`src/rtl/pgm_status_pkg.sv`:
```
package pgm_status_pkg;

    typedef enum logic [1:0] {
        ST_IDLE = 2'd0,
        ST_BUSY = 2'd1,
        ST_POLL = 2'd2
    } poll_state_t;

endpackage

```
`src/rtl/pgm_status_fsm.sv`:
```
module pgm_status_fsm
    import pgm_status_pkg::*;
(
    input  logic clk,
    input  logic rst_n,
    input  logic busy,
    input  logic rd_act,
    output logic tog_shown
);

    poll_state_t st_q, st_d;
    logic        tog_q, tog_d;

    always_comb begin
        st_d  = st_q;
        tog_d = tog_q;
        unique case (st_q)
            ST_IDLE: begin
                if (busy) begin
                    tog_d = 1'b0;
                    st_d  = rd_act ? ST_POLL : ST_BUSY;
                end
            end
            ST_BUSY: begin
                if (!busy)
                    st_d = ST_IDLE;
                else if (rd_act)
                    st_d = ST_POLL;
            end
            ST_POLL: begin
                if (!busy) begin
                    st_d = ST_IDLE;
                end else if (!rd_act) begin
                    tog_d = ~tog_q;
                    st_d  = ST_BUSY;
                end
            end
            default: st_d = ST_IDLE;
        endcase
    end

    always_ff @(posedge clk) begin
        if (!rst_n) begin
            st_q  <= ST_IDLE;
            tog_q <= 1'b0;
        end else begin
            st_q  <= st_d;
            tog_q <= tog_d;
        end
    end

    always_comb begin
        tog_shown = (st_q == ST_IDLE) ? 1'b0 : tog_q;
    end

endmodule

```
`src/rtl/pgm_status_mux.sv`:
```
module pgm_status_mux #(
    parameter int DATA_W = 8
) (
    input  logic              busy,
    input  logic              tog_shown,
    input  logic [DATA_W-1:0] last_byte,
    input  logic [DATA_W-1:0] array_rdata,
    output logic [DATA_W-1:0] bus_data
);

    localparam int POLL_BIT = DATA_W - 1;
    localparam int TOG_BIT  = DATA_W - 2;

    logic [DATA_W-1:0] status_word;

    for (genvar i = 0; i < DATA_W; i++) begin : g_status
        if (i == POLL_BIT) begin : g_poll
            assign status_word[i] = ~last_byte[i];
        end else if (i == TOG_BIT) begin : g_tog
            assign status_word[i] = tog_shown;
        end else begin : g_copy
            assign status_word[i] = last_byte[i];
        end
    end

    always_comb begin
        bus_data = busy ? status_word : array_rdata;
    end

endmodule

```
`src/rtl/pgm_status_readback.sv`:
```
module pgm_status_readback #(
    parameter int DATA_W = 8
) (
    input  logic              clk,
    input  logic              rst_n,
    input  logic              chip_sel_n,
    input  logic              out_en_n,
    input  logic              wr_en_n,
    input  logic              busy,
    input  logic [DATA_W-1:0] last_byte,
    input  logic [DATA_W-1:0] array_rdata,
    output logic [DATA_W-1:0] bus_data,
    output logic              bus_drive
);

    logic rd_act;
    logic tog_shown;

    assign rd_act    = ~chip_sel_n & ~out_en_n & wr_en_n;
    assign bus_drive = rd_act;

    pgm_status_fsm u_fsm (
        .clk       (clk),
        .rst_n     (rst_n),
        .busy      (busy),
        .rd_act    (rd_act),
        .tog_shown (tog_shown)
    );

    pgm_status_mux #(.DATA_W(DATA_W)) u_mux (
        .busy        (busy),
        .tog_shown   (tog_shown),
        .last_byte   (last_byte),
        .array_rdata (array_rdata),
        .bus_data    (bus_data)
    );

endmodule

```
`config.mk`:
```
export PLATFORM = sky130hd
export DESIGN_NAME = pgm_status_readback
export DESIGN_NICKNAME = d
export VERILOG_FILES = /design/src/rtl/pgm_status_pkg.sv /design/src/rtl/pgm_status_fsm.sv /design/src/rtl/pgm_status_mux.sv /design/src/rtl/pgm_status_readback.sv
export SDC_FILE = /design/constraint.sdc
export NUM_CORES = 1
export LEC_CHECK = 0
export BUFFER_PORTS_ARGS = -buffer_cell sky130_fd_sc_hd__buf_2
export CORE_AREA = 2 2 39 41
export DETAILED_ROUTE_END_ITERATION = 8
export DIE_AREA = 0 0 41 43
export SLEW_MARGIN = 5
export SYNTH_ARGS = -nofsm -noshare
export SYNTH_HDL_FRONTEND = slang
export SYNTH_SLANG_ARGS = --single-unit
```
`constraint.sdc`:
```
create_clock -name clk -period 1.85 [get_ports clk]
set_input_delay 0.37 -clock clk [delete_from_list [all_inputs] [get_ports clk]]
set_output_delay 0.37 -clock clk [all_outputs]
set_load 0.05 [all_outputs]
```
# Word level (Yosys, flattened, before mapping)
# Index checks and enable logic that the tools add are counted.
[op_classes] muxes=13 n_reduce_logical=4 n_eq_ne=7 bitwise_logic=6
[ops] cell="$mux 2" n=6
[ops] cell="$mux 8" n=1
[ops] cell="$ne 2x2->1 const B" n=3
[ops] cell="$pmux 2 s3" n=1
[ops] cell="$mux 1" n=4
[ops] cell="$not 1->1" n=4
[ops] cell="$reduce_and 4->1" n=1
[ops] cell="$ne 3x2->1 const B" n=1
[ops] cell="$ne 3x3->1 const B" n=1
[ops] cell="$reduce_and 3->1" n=1
[ops] cell="$and 1x1->1" n=2
[ops] cell="$eq 2x1->1 const B" n=1
[ops] cell="$eq 2x2->1 const B" n=1
[ops] cell="$logic_not 2->1" n=1
[ops] cell="$pmux 1 s2" n=1
[ops] cell="$reduce_bool 2->1" n=1
[word_totals] word_cells=32 inputBits=22 reg_bits=3

# Longest topological paths before layout
[logic_depth] depth_word=6 depth_mapped=3 ltp_nobuf=3

# Cells and area by module
# From an unflattened synthesis, not the netlist that was laid out.
[unflattened] cells_unflattened=26 hier_area_um2=272.8
[modules_own_cells] module="pgm_status_fsm" cells_per_inst=15 area_per_inst_um2=130.1 instances=1
[modules_own_cells] module="pgm_status_mux" cells_per_inst=10 area_per_inst_um2=130.1 instances=1
[modules_own_cells] module="pgm_status_readback" cells_per_inst=1 area_per_inst_um2=12.5 instances=1

# Least setup slack after synthesis
# Ideal clock, no wire load.
[synth_timing] path_type="input-to-output" startpoint="input port busy" endpoint="output port bus_data[6]" path_slack_ns=-0.167 arrival_time_ns=1.647 path_stages=2 path_cell_list="buf_2 o21ai_0"
[synth_via] elab_chain_len=1
[synth_lines] element="start: declaration" line_no="pgm_status_readback.sv:9" text="input logic busy,"
[synth_lines] element="$mux 8" line_no="pgm_status_mux.sv:27" text="bus_data = busy ? status_word : array_rdata;"
[synth_lines] element="end: declaration" line_no="pgm_status_readback.sv:12" text="output logic [DATA_W-1:0] bus_data,"
# Every way passes these cells.

# Worst setup path in the final report
[layout_timing] startpoint="input port busy" endpoint="output port bus_data[1]"
# The elaborated chain is that of the path after synthesis.

==> out/summary.log <==
[clocking] hold buffer count at CTS 0
[synthesis] share of synthesized area occupied by flip-flops and latches 25.1%
[sta] setup repair after global routing missed its margin no
[setup_path] highest-delay cell along the critical path sky130_fd_sc_hd__mux2_2
[grt] met2 GRT Util 14.4%
[synthesis] Post-Syn Area per Cell 9.19 µm²
[die] initial cell density of the core 17.3%
[route] DRC violations left 0
[die] chip width 41 µm
[power] post-route total power 0.000293 W
[grt] Total GRT Usage 9.22%
[power] sequential share of power 23.2%
[power] net switching fraction of the power 36.4%
[setup_path] number of buffer and inverter stages on the critical path 2
[power] total net switching power 0.000106 W
[grt] Global Route met1 Usage 8.95%
[layout] count of nets after finishing 81
[setup_path] critical path cell sequence buf_2 > mux2_2 > buf_2
[layout] post-route cell area 425 µm²
[die] area of the placeable core 0.00138 mm²
[power] static leakage power 0.223 nW
[clocking] number of post-CTS setup repair buffers 0
[grt] remaining global-route overflow 0
[sta] crit share post-route 83.0%
[placement] RD Place Congestion 0.612
[grt] routing layer with the top usage in global route met2
[flow_run] maxcap violations 0
[route] first-iteration detailed-routing DRC count 4
[setup_path] most frequent cell on the critical path sky130_fd_sc_hd__buf_2
[setup_path] largest fanout on the critical path 12
[route] routed length per placed instance 8.80 µm
[power] maximum resistive drop on vdd 0.000254 V
[sta] max_slew headroom 84.0%
[clocking] Post-CTS Resized 0
[clocking] number of clock sinks 3
[clocking] clock slew at reported path FFs 40 ps
[route] antenna-violating nets left 0
[synthesis] Synth Instances 26
[clocking] clock buffers created by TritonCTS 3
[sta] min Tclk post-route 1540 ps
[setup_path] CP Data Required Time 1480 ps
[die] number of placement rows 14
[setup_path] peak per-stage delay on the critical path 360 ps
[hold_path] Worst Hold Class input port to flip-flop
[placement] port bufs 29
[setup_path] arrival time of the worst setup path 1170 ps
[power] combinational fraction of design power 37.3%
[synthesis] Mapped Nets 48
[synthesis] ranking of synthesized cells by area sky130_fd_sc_hd__mux2_2, sky130_fd_sc_hd__dfxtp_1, sky130_fd_sc_hd__nor3b_4
[setup_path] critical path startpoint category input port
[power] cell area power density 688 mW/mm²
[clocking] cell at the root of the clock tree sky130_fd_sc_hd__clkbuf_4
[synthesis] total number of yosys warnings 0
[setup_path] critical path's top delay family buffers and inverters
[layout] n_diodes 0
[setup_path] Critical Path End Type output pin
[die] Die ar. 0.00176 mm²
[synthesis] fraction of synthesized cell area taken by the top area cell type 28.3%
[grt] wire length of the first global-routing pass 1080 µm
[outcome] result of the run finished clean
[die] chip height 43 µm
[layout] Area Growth Syn to Fin 78.0%
[sta] Fin. Hold Viols 0
[clocking] level count of the clock H-tree 1
[synthesis] Synth Cell Area 239 µm²
[power] clock network fraction of total power 39.4%
[sta] Worst-Margin Slew 239 ps
[clocking] clock network latency to the later pin of the worst-skew pair 230 ps
[grt] initial antenna violation count 0
[clocking] TritonCTS clock tree done
[synthesis] total of flip-flops plus latches after synthesis 3
[sta] final number of max-transition violations 0
[power] Pint 0.000186 W
[sta] post-route clock skew 1.32 ps
[synthesis] cell taking the most area after synthesis sky130_fd_sc_hd__mux2_2
[placement] Post-DP HPWL 546 µm
[layout] fraction of layout cells with a size suffix above 1 69.0%
[grt] pin count of the biggest net entering global routing 13
[route] wire length reported by the detailed router 651 µm
[route] vias after detailed routing 315
[route] vias per std cell 4.26
[synthesis] Yosys cell types 15
[sta] final setup vio count 0
[placement] placed cell area 399 µm²
[sta] maximum operating frequency 651 MHz
[clocking] maximum root-to-sink buffer count 2
[setup_path] critical setup path kind input port to output pin
[grt] via count of the first global-routing pass 290
[grt] GR met3 Demand/Resource 4.71%
[die] I/O pin count 31
[route] first-pass detailed-route iteration total 2
[sta] Post-Route Setup TNS 0 ps
[power by group through the flow]
stage          sequential, W  clock, W  combinational (W)
2_1_floorplan      0.0000688         0          0.0000753
3_3_place_gp       0.0000690         0           0.000109
3_5_place_dp       0.0000689         0           0.000110
4_1_cts            0.0000680  0.000119           0.000110
5_1_grt            0.0000680  0.000127           0.000116
6_report           0.0000680  0.000115           0.000109
[kinds of logic after synthesis]
group                  share of synthesized area [%]
buffers and inverters                           6.80
flip-flops                                      25.1
multiplexers                                    32.5
AND/OR/NAND/NOR                                 27.8
AO/OA/AOI/OAI                                   7.85
[area by class of cell]
| class | count | area (µm²) |
|---|---|---|
| fill | 145 | 958 |
| sequential | 3 | 60.1 |
| inverter | 3 | 11.3 |
| tap | 16 | 20.0 |
| multi-input combinational | 19 | 163 |
| clock buffer | 4 | 26.3 |
| timing repair buffer | 29 | 145 |
[registers in the layout (all words and copies together) (netlist names)]
signal / flops
u_fsm.st_q: 2
u_fsm.tog_q: 1
[through the flow]
stage	setup slack, ps	util (%)	cells	hold WS, ps
final	315	30.7	74	381
after global routing	253	30.7	74	376
after CTS	299	30.7	74	374
after detailed placement	301	28.8	70	485
after global placement	309	28.8	70	480
after floorplan	49.5	-	26	458
[per-layer routing]
metal / wire length, µm / part of all wire [%]
met5: 0 / 0
met4: 0 / 0
met3: 54 / 8.3
met2: 334 / 51
met1: 262 / 40
[synth_stat cells (all sizes together)]
master and count:
mux2 6, dfxtp 3, inv 3, nand2 2, nand3 2, a31oi 1
and4 1, buf 1, mux2i 1, nand2b 1, nor2 1, nor3b 1
o211ai 1, o21ai 1, or4b 1
[final timing paths]
path                                                  from                  endpoint  slack [ps]  cells past startpoint
worst max-delay path                                  busy               bus_data[1]         310                      3
worst min-delay path                                 rst_n  u_fsm.tog_q$_SDFFE_PN0P_         380                      3
worst max register to register  u_fsm.st_q[0]$_SDFFE_PN0P_  u_fsm.tog_q$_SDFFE_PN0P_         700                      3
worst min register to register    u_fsm.tog_q$_SDFFE_PN0P_  u_fsm.tog_q$_SDFFE_PN0P_         480                      2
[tightest hold or removal path, delay by kind of cell]
family | cells | cell delay, ps
buffers and inverters | 2 | 170
AO/OA/AOI/OAI | 1 | 30
[placed cells by master (no fill, tap or decap), drive strengths merged]
cell type  count
clkbuf         4
mux2i          1
nor2           1
or4b           1
nand2b         1
nand2          2
dfxtp          3
mux2           6
o211ai         1
nor3b          1
buf           29
nand3          2
a31oi          1
and4           1
inv            3
o21ai          1
Note: power is estimated with default switching activity, not from simulation.
